===== src/rtl/horner_pkg.sv =====
package horner_pkg;
  // Stage index of the multiply cell of pair k (pairs numbered 1..deg)
  function automatic int mul_stage(input int k);
    return 2 * k - 2;
  endfunction

  // Number of coefficient delay registers feeding the adder of pair k
  function automatic int coef_delay(input int k);
    return 2 * k - 1;
  endfunction

  // Power of x whose coefficient pair k adds
  function automatic int coef_power(input int deg, input int k);
    return deg - k;
  endfunction
endpackage


===== src/rtl/horner_mul_cell.sv =====
module horner_mul_cell #(
  parameter int DW = 16
) (
  input  logic          clk,
  input  logic          rst_n,
  input  logic          adv,
  input  logic          vin,
  input  logic [DW-1:0] xin,
  input  logic [DW-1:0] ain,
  output logic          vout,
  output logic [DW-1:0] xout,
  output logic [DW-1:0] pout
);
  logic signed [2*DW-1:0] full;
  assign full = $signed(ain) * $signed(xin);

  always_ff @(posedge clk) begin
    if (!rst_n) begin
      vout <= 1'b0;
      xout <= '0;
      pout <= '0;
    end else if (adv) begin
      vout <= vin;
      xout <= xin;
      pout <= full[DW-1:0];
    end
  end

  // a stalled chain keeps every stage frozen
  a_r4_mul_frozen: assert property (@(posedge clk) disable iff (!rst_n)
    !adv |=> $stable(vout) && $stable(pout) && $stable(xout));
  // the point follows its item to the next pair
  a_r2_x_travels: assert property (@(posedge clk) disable iff (!rst_n)
    adv |=> xout == $past(xin));
endmodule


===== src/rtl/horner_add_cell.sv =====
module horner_add_cell #(
  parameter int DW = 16
) (
  input  logic          clk,
  input  logic          rst_n,
  input  logic          adv,
  input  logic          vin,
  input  logic [DW-1:0] xin,
  input  logic [DW-1:0] pin,
  input  logic [DW-1:0] cin,
  output logic          vout,
  output logic [DW-1:0] xout,
  output logic [DW-1:0] sout
);
  always_ff @(posedge clk) begin
    if (!rst_n) begin
      vout <= 1'b0;
      xout <= '0;
      sout <= '0;
    end else if (adv) begin
      vout <= vin;
      xout <= xin;
      sout <= pin + cin;
    end
  end

  // a valid item moves on, a bubble stays a bubble
  a_r9_item_moves: assert property (@(posedge clk) disable iff (!rst_n)
    adv && vin |=> vout);
  a_r9_bubble_moves: assert property (@(posedge clk) disable iff (!rst_n)
    adv && !vin |=> !vout);
endmodule


===== src/rtl/horner_coef_bank.sv =====
module horner_coef_bank #(
  parameter int DEG = 3,
  parameter int DW  = 16,
  parameter int IW  = 3
) (
  input  logic                   clk,
  input  logic                   rst_n,
  input  logic                   we,
  input  logic [IW-1:0]          idx,
  input  logic [DW-1:0]          data,
  output logic [(DEG+1)*DW-1:0]  coef_flat
);
  logic [DW-1:0] bank [0:DEG];

  always_ff @(posedge clk) begin
    if (!rst_n) begin
      for (int j = 0; j <= DEG; j++) bank[j] <= '0;
    end else if (we) begin
      for (int j = 0; j <= DEG; j++)
        if (int'(idx) == j) bank[j] <= data;
    end
  end

  for (genvar j = 0; j <= DEG; j++) begin : g_flat
    assign coef_flat[j*DW +: DW] = bank[j];
  end

  // an out-of-range index leaves the bank unchanged
  a_r7_bad_index: assert property (@(posedge clk) disable iff (!rst_n)
    we && (int'(idx) > DEG) |=> $stable(coef_flat));
  // without a write the bank holds
  a_r6_no_write_hold: assert property (@(posedge clk) disable iff (!rst_n)
    !we |=> $stable(coef_flat));
endmodule


===== src/rtl/horner_pipe.sv =====
module horner_pipe #(
  parameter int DEG = 3,
  parameter int DW  = 16,
  parameter int IW  = $clog2(DEG + 2)
) (
  input  logic          clk,
  input  logic          rst_n,
  input  logic          pt_valid,
  output logic          pt_ready,
  input  logic [DW-1:0] pt_x,
  output logic          res_valid,
  input  logic          res_ready,
  output logic [DW-1:0] res_y,
  input  logic          cw_en,
  input  logic [IW-1:0] cw_idx,
  input  logic [DW-1:0] cw_data
);
  import horner_pkg::*;

  localparam int NST = 2 * DEG;

  logic                  adv;
  logic [(DEG+1)*DW-1:0] coef_flat;
  logic                  nv [0:NST];
  logic [DW-1:0]         nx [0:NST];
  logic [DW-1:0]         nd [0:NST];

  assign adv      = !res_valid || res_ready;
  assign pt_ready = adv;

  horner_coef_bank #(.DEG(DEG), .DW(DW), .IW(IW)) u_bank (
    .clk(clk), .rst_n(rst_n), .we(cw_en), .idx(cw_idx), .data(cw_data),
    .coef_flat(coef_flat)
  );

  // Entry: the running value starts as the highest-order coefficient
  assign nv[0] = pt_valid;
  assign nx[0] = pt_x;
  assign nd[0] = coef_flat[DEG*DW +: DW];

  for (genvar k = 1; k <= DEG; k++) begin : g_pair
    localparam int MS = mul_stage(k);
    localparam int DL = coef_delay(k);
    localparam int CP = coef_power(DEG, k);

    // Coefficient snapshot travels alongside its data item
    logic [DW-1:0] cdly [0:DL-1];
    always_ff @(posedge clk) begin
      if (!rst_n) begin
        for (int i = 0; i < DL; i++) cdly[i] <= '0;
      end else if (adv) begin
        cdly[0] <= coef_flat[CP*DW +: DW];
        for (int i = 1; i < DL; i++) cdly[i] <= cdly[i-1];
      end
    end

    horner_mul_cell #(.DW(DW)) u_mul (
      .clk(clk), .rst_n(rst_n), .adv(adv),
      .vin(nv[MS]), .xin(nx[MS]), .ain(nd[MS]),
      .vout(nv[MS+1]), .xout(nx[MS+1]), .pout(nd[MS+1])
    );

    horner_add_cell #(.DW(DW)) u_add (
      .clk(clk), .rst_n(rst_n), .adv(adv),
      .vin(nv[MS+1]), .xin(nx[MS+1]), .pin(nd[MS+1]), .cin(cdly[DL-1]),
      .vout(nv[MS+2]), .xout(nx[MS+2]), .sout(nd[MS+2])
    );
  end

  assign res_valid = nv[NST];
  assign res_y     = nd[NST];

  // a result under back-pressure is held unchanged
  a_r4_hold_result: assert property (@(posedge clk) disable iff (!rst_n)
    res_valid && !res_ready |=> res_valid && $stable(res_y));
  // no point is taken while the output is blocked
  a_r4_no_accept: assert property (@(posedge clk) disable iff (!rst_n)
    res_valid && !res_ready |-> !pt_ready);
  // reset empties the chain
  a_r1_reset_empty: assert property (@(posedge clk)
    !rst_n |=> !res_valid);
endmodule


===== config.mk =====
export PLATFORM = sky130hd
export DESIGN_NAME = horner_pipe
export DESIGN_NICKNAME = d
export VERILOG_FILES = /design/src/rtl/horner_pkg.sv /design/src/rtl/horner_mul_cell.sv /design/src/rtl/horner_add_cell.sv /design/src/rtl/horner_coef_bank.sv /design/src/rtl/horner_pipe.sv
export SDC_FILE = /design/constraint.sdc
export NUM_CORES = 1
export LEC_CHECK = 0
export BUFFER_PORTS_ARGS = -buffer_cell sky130_fd_sc_hd__clkbuf_2
export CORE_AREA = 2 2 268 270
export DETAILED_ROUTE_END_ITERATION = 10
export DIE_AREA = 0 0 270 272
export GPL_ROUTABILITY_DRIVEN = 0
export SETUP_SLACK_MARGIN = 0.3
export SYNTH_ARGS = -nofsm -noshare
export SYNTH_HDL_FRONTEND = slang
export SYNTH_SLANG_ARGS = --single-unit
export TNS_END_PERCENT = 20

===== constraint.sdc =====
create_clock -name clk -period 5.6 [get_ports clk]
set_clock_uncertainty 0.15 [all_clocks]
set_input_delay 1.12 -clock clk [delete_from_list [all_inputs] [get_ports clk]]
set_output_delay 1.12 -clock clk [all_outputs]
set_load 0.1 [all_outputs]

==> summary.md, run 1 <==
| Metric | Value |
|---|---|
| Status | `finished, final reports clean` |
| Iter 0 DRT Violations | `roughly 1200` |
| Hold_ws | `roughly 0.30 ns` |
| LEAKAGE | `about 14 nW` |
| Total Power | `10.10 mW` |
| TritonCTS clock tree | `built` |
| Worst hold stages | `2` |
| Post-cts hold buffer count | `0` |
| Multi-input gate area | `16640 sq um` |
| Worst VDD drop | `0.4735 mV` |
| Crit end category | `register` |
| Worst setup path startpoint | `g_pair[1].u_add.xout[5]` |
| Die Width | `270 microns` |
| Yosys warnings | `0` |
| Slew margin rel. | `about 20%` |
| Die Ht | `272 microns` |
| Crit path launch type | `register` |
| Clock Latency Late Sink | `0.58 ns` |
| Wirelength per Cell | `around 16 microns` |
| Vias in the first global route | `between 20000 and 25000` |
| RSZ-0062 raised after global routing | `yes` |
| Root Buffer | `clkbuf_16` |
| Flops & latches, synth | `374` |
| Syn Inst Count | `2888` |
| Mapped Avg Cell Area | `9.655 sq um` |
| Part of the Yosys area used for sequential elements | `~34%` |
| PortBufs | `57` |
| R2R depth | `19` |
| Reg2reg end | `g_pair[2].u_mul.pout[13]` |
| Hold Crit Class | `register to register` |
| Initial antenna violation count | `0` |
| Layout area overhead | `12.99%` |
| # diodes | `0` |
| Antenna-violating nets left | `0` |
| Final Cell Area | `31500 sq um` |
| Pre-antenna DRT Iters | `7` |
| Grt total ovfl | `0` |
| Async SR Flop Fraction | `0%` |
| Distinct cells, synth | `48` |
| Worst reg-to-reg setup slack | `about 0.22 ns` |
| Clk buf depth | `3` |
| Commonest non-fill, non-tap cell in the layout | `nand2_1` |
| Vias | `slightly below 20000` |
| Tightest Pin Transition | `1.205 ns` |
| Overall routing resource usage | `about 18%` |
| Row count | `98` |
| Reg clk slew, reported paths | `0.06 ns` |
| Max FO, Critical Path | `9` |
| Max_cap viols | `0` |
| Slew Viols, Final | `0` |
| DRC | `0` |
| Fmax | `186.0 MHz` |
| Detailed-placement wirelength estimate | `49.08 mm` |
| Total CTS buffers | `41` |
| Share of cells above drive strength 1 | `10.84%` |
| Cell Pwr Density | `320.4 nW/um^2` |
| # H-tree levels | `2` |
| TNS Setup | `0 ns` |
| # nets final | `3476` |
| Full die area | `73440 sq um` |
| Hold EP | `g_pair[3].u_add.sout[14]` |
| Final cell count without fillers | `3948` |
| Minimum clock period after layout | `5.377 ns` |
| Hold Vio Cnt, Final | `0` |
| Start point of the worst hold path | `g_pair[3].u_add.sout[14]` |
| Placed inst area | `29750 sq um` |
| EDFF count, synth | `208` |
| Commonest non-fill, non-tap cells in the layout | `nand2_1, inv_1, and2_1` |
| CTS sink cnt | `about 370` |
| FF-to-FF Start | `g_pair[1].u_add.xout[5]` |
| Setup violators final | `0` |
| Net count after synthesis | `3396` |
| Global-route wire length before repair | `105.6 mm` |
| Io pins | `58` |
| Worst path arrival time | `between 5 and 6 ns` |
| Placed Cells incl. Taps | `3861` |
| Crit path required time | `5.92 ns` |
| FF+latch area | `9607 sq um` |
| Setup Crit Path Kind | `register to register` |
| Pin count of the biggest net entering global routing | `around 150` |
| FILL cells | `6735` |
| Final period util | `between 90 and 100%` |
| Initial Utilization | `39.41%` |
| Cell area after synthesis | `27880 sq um` |
| Vias/cell | `4.940` |
| Core area | `between 70000 and 80000 sq um` |
| Main synth FF type | `edfxtp_1` |
| Routed wire length | `64.96 mm` |
## worst max-delay path: stages (launching register included)
cell and delay, ns:
dfxtp_2 0.39, buf_4 0.17, and2_1 0.15, fa_1 0.50, inv_1 0.05, fa_1 0.49, inv_1 0.05, ha_1 0.19
fa_1 0.47, fa_1 0.55, inv_1 0.06, fa_1 0.48, inv_1 0.05, ha_1 0.23, nor4_2 0.38, nor3_2 0.11
nor3_1 0.22, xor2_1 0.30, o21ai_0 0.12, and2_1 0.17
## layer usage
layer	track usage [%]	vias to the layer above	wire length (microns)
met5	0	-	0
met4	4.415	0	1271
met3	2.319	96	2871
met2	29.45	410	30770
met1	24.54	9575	30050
li1	-	9422	-
## cells in the mapped netlist, drive strengths merged, types with 2 or more instances
library cell | instances | area share [%]
fa | 240 | 17
a2111oi | 3 | 0.23
nor2b | 19 | 0.43
nand2b | 9 | 0.20
a311o | 2 | 0.072
inv | 384 | 5.2
buf | 2 | 0.027
clkbuf | 142 | 1.9
a31oi | 2 | 0.045
nor2 | 39 | 0.53
o21bai | 5 | 0.13
ha | 228 | 10
xnor2 | 116 | 3.6
nand2 | 488 | 6.6
nor3 | 12 | 0.22
a311oi | 3 | 0.094
o21a | 14 | 0.38
and4 | 2 | 0.063
or4 | 4 | 0.11
dfxtp | 166 | 12
a21oi | 49 | 0.88
a21o | 27 | 0.73
a21boi | 101 | 2.7
a32oi | 2 | 0.063
o22ai | 2 | 0.045
or3 | 10 | 0.22
edfxtp | 208 | 22
a31o | 2 | 0.063
and3 | 144 | 3.2
nor3b | 2 | 0.054
o211a | 7 | 0.25
o21ai | 93 | 1.7
nor4 | 9 | 0.20
and2 | 276 | 6.2
o211ai | 2 | 0.054
nand3 | 18 | 0.32
o31ai | 7 | 0.19
xor2 | 42 | 1.3
## stage by stage
| stage | util, % | setup WS, ns |
|---|---|---|
| 2_1_floorplan | - | -0.1543 |
| 3_3_place_gp | 42.04 | -0.3362 |
| 3_5_place_dp | 42.04 | -0.4397 |
| 4_1_cts | 44.02 | 0.1670 |
| 5_1_grt | 44.53 | 0.04036 |
| 6_report | 44.53 | 0.2234 |
## kinds of logic after synthesis
group                    count (synthesis)  share of synthesized area (%)
AND/OR/NAND/NOR                       1035                          18.41
buffers and inverters                  528                          7.108
adder cells (fa/ha/maj)                468                          27.46
flip-flops                             374                          34.32
AO/OA/AOI/OAI                          325                          7.741
XOR/XNOR                               158                          4.963
## cell type report
class                           count  share of cell area (%)
Clock buffer                       54                   3.539
Clock inverter                     19                  0.6434
Inverter                          384                   4.603
Multi-Input combinational cell   1986                   52.83
Sequential cell                   374                   30.49
Tap cell                          950                   3.773
Timing Repair Buffer              181                   4.122
## flip-flops by register name, indices dropped and copies added (netlist names)
| register | count |
|---|---|
| g_pair.u_add.vout | 3 |
| g_pair.u_mul.pout | 48 |
| u_bank.bank | 64 |
| g_pair.u_mul.xout | 32 |
| g_pair.cdly | 144 |
| g_pair.u_add.sout | 48 |
| g_pair.u_mul.vout | 3 |
| g_pair.u_add.xout | 32 |
## how the worst max path moves through the flow
stage                               endpoint  slack [ns]  cells past startpoint
floorplan           g_pair[1].u_mul.pout[13]       -0.15                     21
global placement    g_pair[1].u_mul.pout[14]       -0.34                     20
detailed placement  g_pair[1].u_mul.pout[15]       -0.44                     24
CTS                 g_pair[1].u_mul.pout[15]        0.17                     18
global route        g_pair[3].u_mul.pout[13]        0.04                     22
finish              g_pair[2].u_mul.pout[13]        0.22                     19
## repair_timing
action	in CTS	in global routing
pin swaps	7	43
setup buffers	0	14
setup endpoints to repair	15	20
resized for setup	36	63
## power breakdown
part           switching (mW)  leakage [nW]  internal (mW)
Combinational            2.07          10.1           2.08
Clock                    1.12         0.647           1.51
Sequential              0.195          3.71           3.12
Total                    3.39          14.4           6.71
No activity file was read; power rests on OpenSTA's default activity.
==> run 2: changes to the inputs <==
- ABC_AREA: default -> 1
- CORE_AREA: 2 2 268 270 -> 2 2 270 272
- DIE_AREA: 0 0 270 272 -> 0 0 272 274
==> summary.md, run 2 <==
| Metric | Value |
|---|---|
| Status | `finished, final reports clean` |
| RSZ-0062 raised after global routing | `yes` |
| CTS sink cnt | `374` |
| Top delay family on crit path | `adder cells` |
| Fin util | `44.71%` |
| Share of cells above drive strength 1 | `10.27%` |
| CP max stage cell | `fa_1` |
| Root Buffer | `clkbuf_16` |
| NetSw | `3.639 mW` |
| Detailed-placement wirelength estimate | `51.01 mm` |
| Slew Viols, Final | `0` |
| Cell taking the most area after synthesis | `edfxtp_1` |
| Commonest non-fill, non-tap cells in the layout | `inv_1, nand2_1, nor2_1` |
| Seq pwr share | `roughly 32%` |
| Tightest Pin Transition | `approximately 1.1 ns` |
| Main synth FF type | `edfxtp_1` |
| Layout area overhead | `13.40%` |
| Hold Crit Class | `register to register` |
| # diodes | `0` |
| Mapped Avg Cell Area | `8.160 sq um` |
| Total CTS buffers | `41` |
| Worst VDD drop | `approximately 0.51 mV` |
| Overall routing resource usage | `between 10% and 20%` |
| Crit end category | `register` |
| Buf/Inv on CP | `11` |
| Cell area after synthesis | `28370 sq um` |
| Slew margin rel. | `29.80%` |
| Largest stage delay on the critical path | `0.54 ns` |
| Biggest regs | `g_pair.cdly x144, u_bank.bank x64` |
| Initial antenna violation count | `1` |
| PortBufs | `57` |
| Combinational share of power | `39.4%` |
| Hold_ws | `0.3036 ns` |
| Die Width | `272 microns` |
| Setup Crit Path Kind | `input pin to register` |
| Pre-antenna DRT Iters | `6` |
| Initial Utilization | `39.42%` |
| Vias | `21080` |
| Reg clk slew, reported paths | `0.06 ns` |
| Hold Vio Cnt, Final | `0` |
| Io pins | `58` |
| Clock Latency Late Sink | `between 0.5 and 0.6 ns` |
| Clk pwr share | `between 20 and 30%` |
| TNS Setup | `0 ns` |
| Cell Pwr Density | `~320 nW/um^2` |
| Fmax | `184.6 MHz` |
| Global-route wire length before repair | `106.8 mm` |
| Wirelength per Cell | `around 15 microns` |
| Grt total ovfl | `0` |
| Row count | `99` |
| Max FFs per register | `144` |
| DRC | `0` |
| Vias in the first global route | `20170` |
| LEAKAGE | `16.68 nW` |
| Sw frac | `35.28%` |
| Most flop-heavy register | `g_pair.cdly` |
| # H-tree levels | `2` |
| Core area | `71970 sq um` |
| EDFF count, synth | `208` |
| Crit path top cell by count | `fa_1` |
| Worst path arrival time | `5.72 ns` |
| Net count after synthesis | `3985` |
| Final period util | `96.73%` |
| Flops & latches, synth | `374` |
| Commonest cells post-synth | `inv_1, nand2_1, nor2_1` |
| Max FO, Critical Path | `4` |
| Clk buf depth | `3` |
| Cell Int Power | `6.674 mW` |
| # nets final | `4078` |
| Antenna-violating nets left | `0` |
| Post-cts hold buffer count | `0` |
| Crit path required time | `5.90 ns` |
| Minimum clock period after layout | `5.417 ns` |
| Syn Inst Count | `about 3500` |
| Vias/cell | `4.622` |
| Full die area | `74530 sq um` |
| TritonCTS clock tree | `built` |
| Proportion of netlist area held by the largest area contributor | `between 20% and 30%` |
| Iter 0 DRT Violations | `1473` |
| Yosys warnings | `0` |
| Area contributors post-synth | `edfxtp_1, fa_1, inv_1` |
| Setup violators final | `0` |
| FILL cells | `7018` |
| Pin count of the biggest net entering global routing | `94` |
| Commonest non-fill, non-tap cell in the layout | `inv_1` |
| Async SR Flop Fraction | `0%` |
| Distinct cells, synth | `40` |
| Max_cap viols | `0` |
| Routed wire length | `66.79 mm` |
| Part of the Yosys area used for sequential elements | `33.73%` |
| Crit path launch type | `input pin` |
| Die Ht | `274 microns` |
| Top-count cell post-synth | `inv_1` |
[run 2: worst min-delay path: stages, from the launching register on]
cell and delay (ns):
dfxtp_1 0.31, nand2_1 0.06, nand2_1 0.04
[run 2: kinds of logic (layout without fill, tap and decap cells)]
kind of cell | after synthesis | count (layout) | synth area share (%)
AOI/OAI and AO/OA | 324 | 324 | 6.531
xor gates and xnor gates | 43 | 43 | 1.327
adders and majority gates | 468 | 468 | 26.99
buffers and inverters | 1038 | 1163 | 14.17
DFF | 374 | 374 | 33.73
and+or+nand+nor | 1230 | 1230 | 17.25
[run 2: layer usage]
metal  up-vias  GRT usage (%)  part of all wire [%]
met4         2          5.017                   2.5
li1      10670              -                     -
met1      9895          25.55                    47
met5         -              0                 0.018
met2       431          28.90                    46
met3        82          2.583                   5.1
[run 2: area by class of cell]
cell class / count / area (sq um) / area share (%)
inverter: 908 / 3421 / 10.63
multi-input combinational: 2065 / 15110 / 46.97
clock buffer: 56 / 1174 / 3.648
clock inverter: 19 / 306.5 / 0.9528
timing repair buffer: 180 / 1310 / 4.072
sequential: 374 / 9652 / 30.00
tap: 959 / 1200 / 3.729
[run 2: path summary, 6_finish.rpt]
kind | from | end | slack [ns] | cells after the start
hold reg to reg | g_pair[3].u_add.sout[14] | g_pair[3].u_add.sout[14] | 0.30 | 2
setup reg to reg | u_bank.bank[3][7] | g_pair[1].u_mul.pout[15] | 0.27 | 24
hold / removal | g_pair[3].u_add.sout[14] | g_pair[3].u_add.sout[14] | 0.30 | 2
setup / recovery | pt_x[4] | g_pair[1].u_mul.pout[15] | 0.18 | 25
[run 2: power groups by stage]
| stage | Combinational, mW | Sequential, mW | Clock (mW) |
|---|---|---|---|
| after floorplan | 2.35 | 3.26 | 0 |
| after global placement | 3.42 | 3.38 | 0 |
| after detailed placement | 3.46 | 3.38 | 0 |
| after CTS | 3.69 | 3.33 | 2.98 |
| after global routing | 4.64 | 3.35 | 3.09 |
| final | 4.06 | 3.33 | 2.92 |
[run 2: what timing repair did]
action | CTS | global route
pin swaps | 4 | 27
buffers inserted | 9 | 2
endpoints found under the setup margin | 11 | 18
resized for setup | 28 | 116
endpoints found under the hold margin | 0 | 0
[run 2: through the flow]
stage | instances | cell area, sq um | power (mW) | setup WS [ns]
after CTS | 4559 | 31760 | 9.996 | 0.1386
after floorplan | 3477 | 28370 | 5.610 | -0.6001
after detailed placement | 4475 | 30130 | 6.847 | -0.5382
final | 4561 | 32170 | 10.31 | 0.1834
after global routing | 4561 | 32170 | 11.09 | 0.007394
after global placement | 4475 | 30130 | 6.804 | -0.5213
==> run 3: changes to the inputs <==
- CORE_AREA: 2 2 270 272 -> 2 2 255 257
- DIE_AREA: 0 0 272 274 -> 0 0 257 259
- RECOVER_POWER: default -> 100
==> summary.md, run 3 (same netlist as run 2, synthesis figures left out) <==
| Metric | Value |
|---|---|
| Status | `finished, final reports clean` |
| Die Width | `257 microns` |
| Die Ht | `259 microns` |
| RSZ-0062 raised after global routing | `yes` |
| Reg clk slew, reported paths | `roughly 0.060 ns` |
| Vias in the first global route | `about 20000` |
| Seq pwr share | `around a third` |
| Crit path required time | `5.90 ns` |
| Worst reg-to-reg setup slack | `0.30 ns` |
| Max FO, Critical Path | `3` |
| Worst path arrival time | `5.74 ns` |
| Iter 0 DRT Violations | `1459` |
| Worst Setup Slack, final | `0.1675 ns` |
| LEAKAGE | `16.60 nW` |
| Hold_ws | `0.3028 ns` |
| Clk pwr share | `around 28%` |
| Final period util | `97.01%` |
| Total Power | `10.32 mW` |
| Final Cell Area | `31900 sq um` |
| Setup WS pre-CTS | `-0.5266 ns` |
| Layout area overhead | `12.43%` |
| Overall routing resource usage | `20.03%` |
| Slew Viols, Final | `0` |
| Initial Utilization | `44.41%` |
| Post-cts hold buffer count | `0` |
| Share of cells above drive strength 1 | `9.703%` |
| Antenna-violating nets left | `0` |
| Most flop-heavy register | `g_pair.cdly` |
| Minimum clock period after layout | `5.433 ns` |
| Commonest non-fill, non-tap cells in the layout | `inv_1, nand2_1, nor2_1` |
| Clk buf depth | `3` |
| Row count | `93` |
| NetSw | `around 3.7 mW` |
| Hold Crit Class | `register to register` |
| CTS sink cnt | `374` |
| Max_cap viols | `0` |
| Root Buffer | `clkbuf_16` |
| Core area | `63880 sq um` |
| Wirelength per Cell | `around 15 microns` |
| Grt total ovfl | `0` |
| Global-route wire length before repair | `106.4 mm` |
| Clock Latency Late Sink | `0.59 ns` |
| Placed inst area | `30050 sq um` |
| Routed wire length | `66.00 mm` |
| Biggest regs | `g_pair.cdly x144, u_bank.bank x64` |
| TritonCTS clock tree | `built` |
| Pre-antenna DRT Iters | `6` |
| Pin count of the biggest net entering global routing | `~150` |
| Worst VDD drop | `0.4889 mV` |
| Fin util | `49.93%` |
| Setup violators final | `0` |
| Full die area | `around 67000 sq um` |
| Max FFs per register | `144` |
| Cell Int Power | `6.588 mW` |
| Initial antenna violation count | `0` |
| TNS Setup | `0 ns` |
| Detailed-placement wirelength estimate | `50.36 mm` |
| # nets final | `~4000` |
| PortBufs | `57` |
| Slew margin rel. | `~32%` |
| DRC | `0` |
| Hold Vio Cnt, Final | `0` |
| # H-tree levels | `2` |
| Cell Pwr Density | `around 320 nW/um^2` |
| Commonest non-fill, non-tap cell in the layout | `inv_1` |
| Tightest Pin Transition | `1.015 ns` |
| Io pins | `58` |
| Vias/cell | `4.715` |
| Crit end category | `register` |
| Crit path launch type | `input pin` |
| Fmax | `~180 MHz` |
| Combinational share of power | `40.0%` |
| Total CTS buffers | `42` |
| Final cell count without fillers | `4452` |
| Setup Crit Path Kind | `input pin to register` |
| # diodes | `0` |
| Placed Cells incl. Taps | `approximately 4400` |
| Sw frac | `36.14%` |
| Vias | `approximately 21000` |
## run 3: repair_timing
item                       4_1_cts  5_1_grt
buffers inserted                 0        3
setup endpoints to repair       12       18
resized for setup               18       96
pin swaps                        2       22
## run 3: metal layers
layer / vias to the layer above / wire length, microns / global-route usage [%]
li1: 10680 / - / -
met1: 9843 / 31220 / 28.80
met2: 402 / 30060 / 32.14
met3: 69 / 3498 / 2.744
met4: 0 / 1230 / 4.635
met5: - / 0 / 0
## run 3: power by group through the flow
| stage | Sequential [mW] | Combinational, mW | Clock, mW |
|---|---|---|---|
| floorplan | 3.26 | 2.35 | 0 |
| global placement | 3.37 | 3.44 | 0 |
| detailed placement | 3.37 | 3.48 | 0 |
| CTS | 3.32 | 3.55 | 2.94 |
| global route | 3.34 | 4.68 | 3.04 |
| finish | 3.32 | 4.13 | 2.87 |
## run 3: cell type report
class / count / area [sq um]
Multi-Input combinational cell: 2065 / 15060
Inverter: 908 / 3421
Fill cell: 6170 / 31990
Clock inverter: 31 / 370.4
Tap cell: 855 / 1070
Clock buffer: 47 / 1080
Timing Repair Buffer: 172 / 1265
Sequential cell: 374 / 9630
## run 3: worst paths after layout
kind / start / to / cells after the start
worst max-delay path: pt_x[4] / g_pair[1].u_mul.pout[15] / 26
worst min-delay path: g_pair[1].u_add.vout / g_pair[2].u_mul.vout / 2
worst max register to register: g_pair[2].u_add.xout[1] / g_pair[3].u_mul.pout[15] / 21
worst min register to register: g_pair[1].u_add.vout / g_pair[2].u_mul.vout / 2
## run 3: worst max-delay path, cell delays in order
cell      delay, ns
clkbuf_2       0.11
nand2_2        0.06
inv_2          0.04
fa_1           0.53
inv_1          0.05
fa_1           0.50
inv_2          0.04
fa_1           0.51
inv_1          0.05
fa_1           0.47
inv_1          0.05
fa_1           0.47
inv_1          0.05
fa_1           0.49
inv_2          0.04
ha_4           0.27
buf_6          0.10
nand2_4        0.05
nor3_4         0.24
nand2_1        0.10
nand3_2        0.09
a31oi_4        0.05
inv_2          0.06
nand3_2        0.06
nand3_1        0.08
nand2_1        0.06
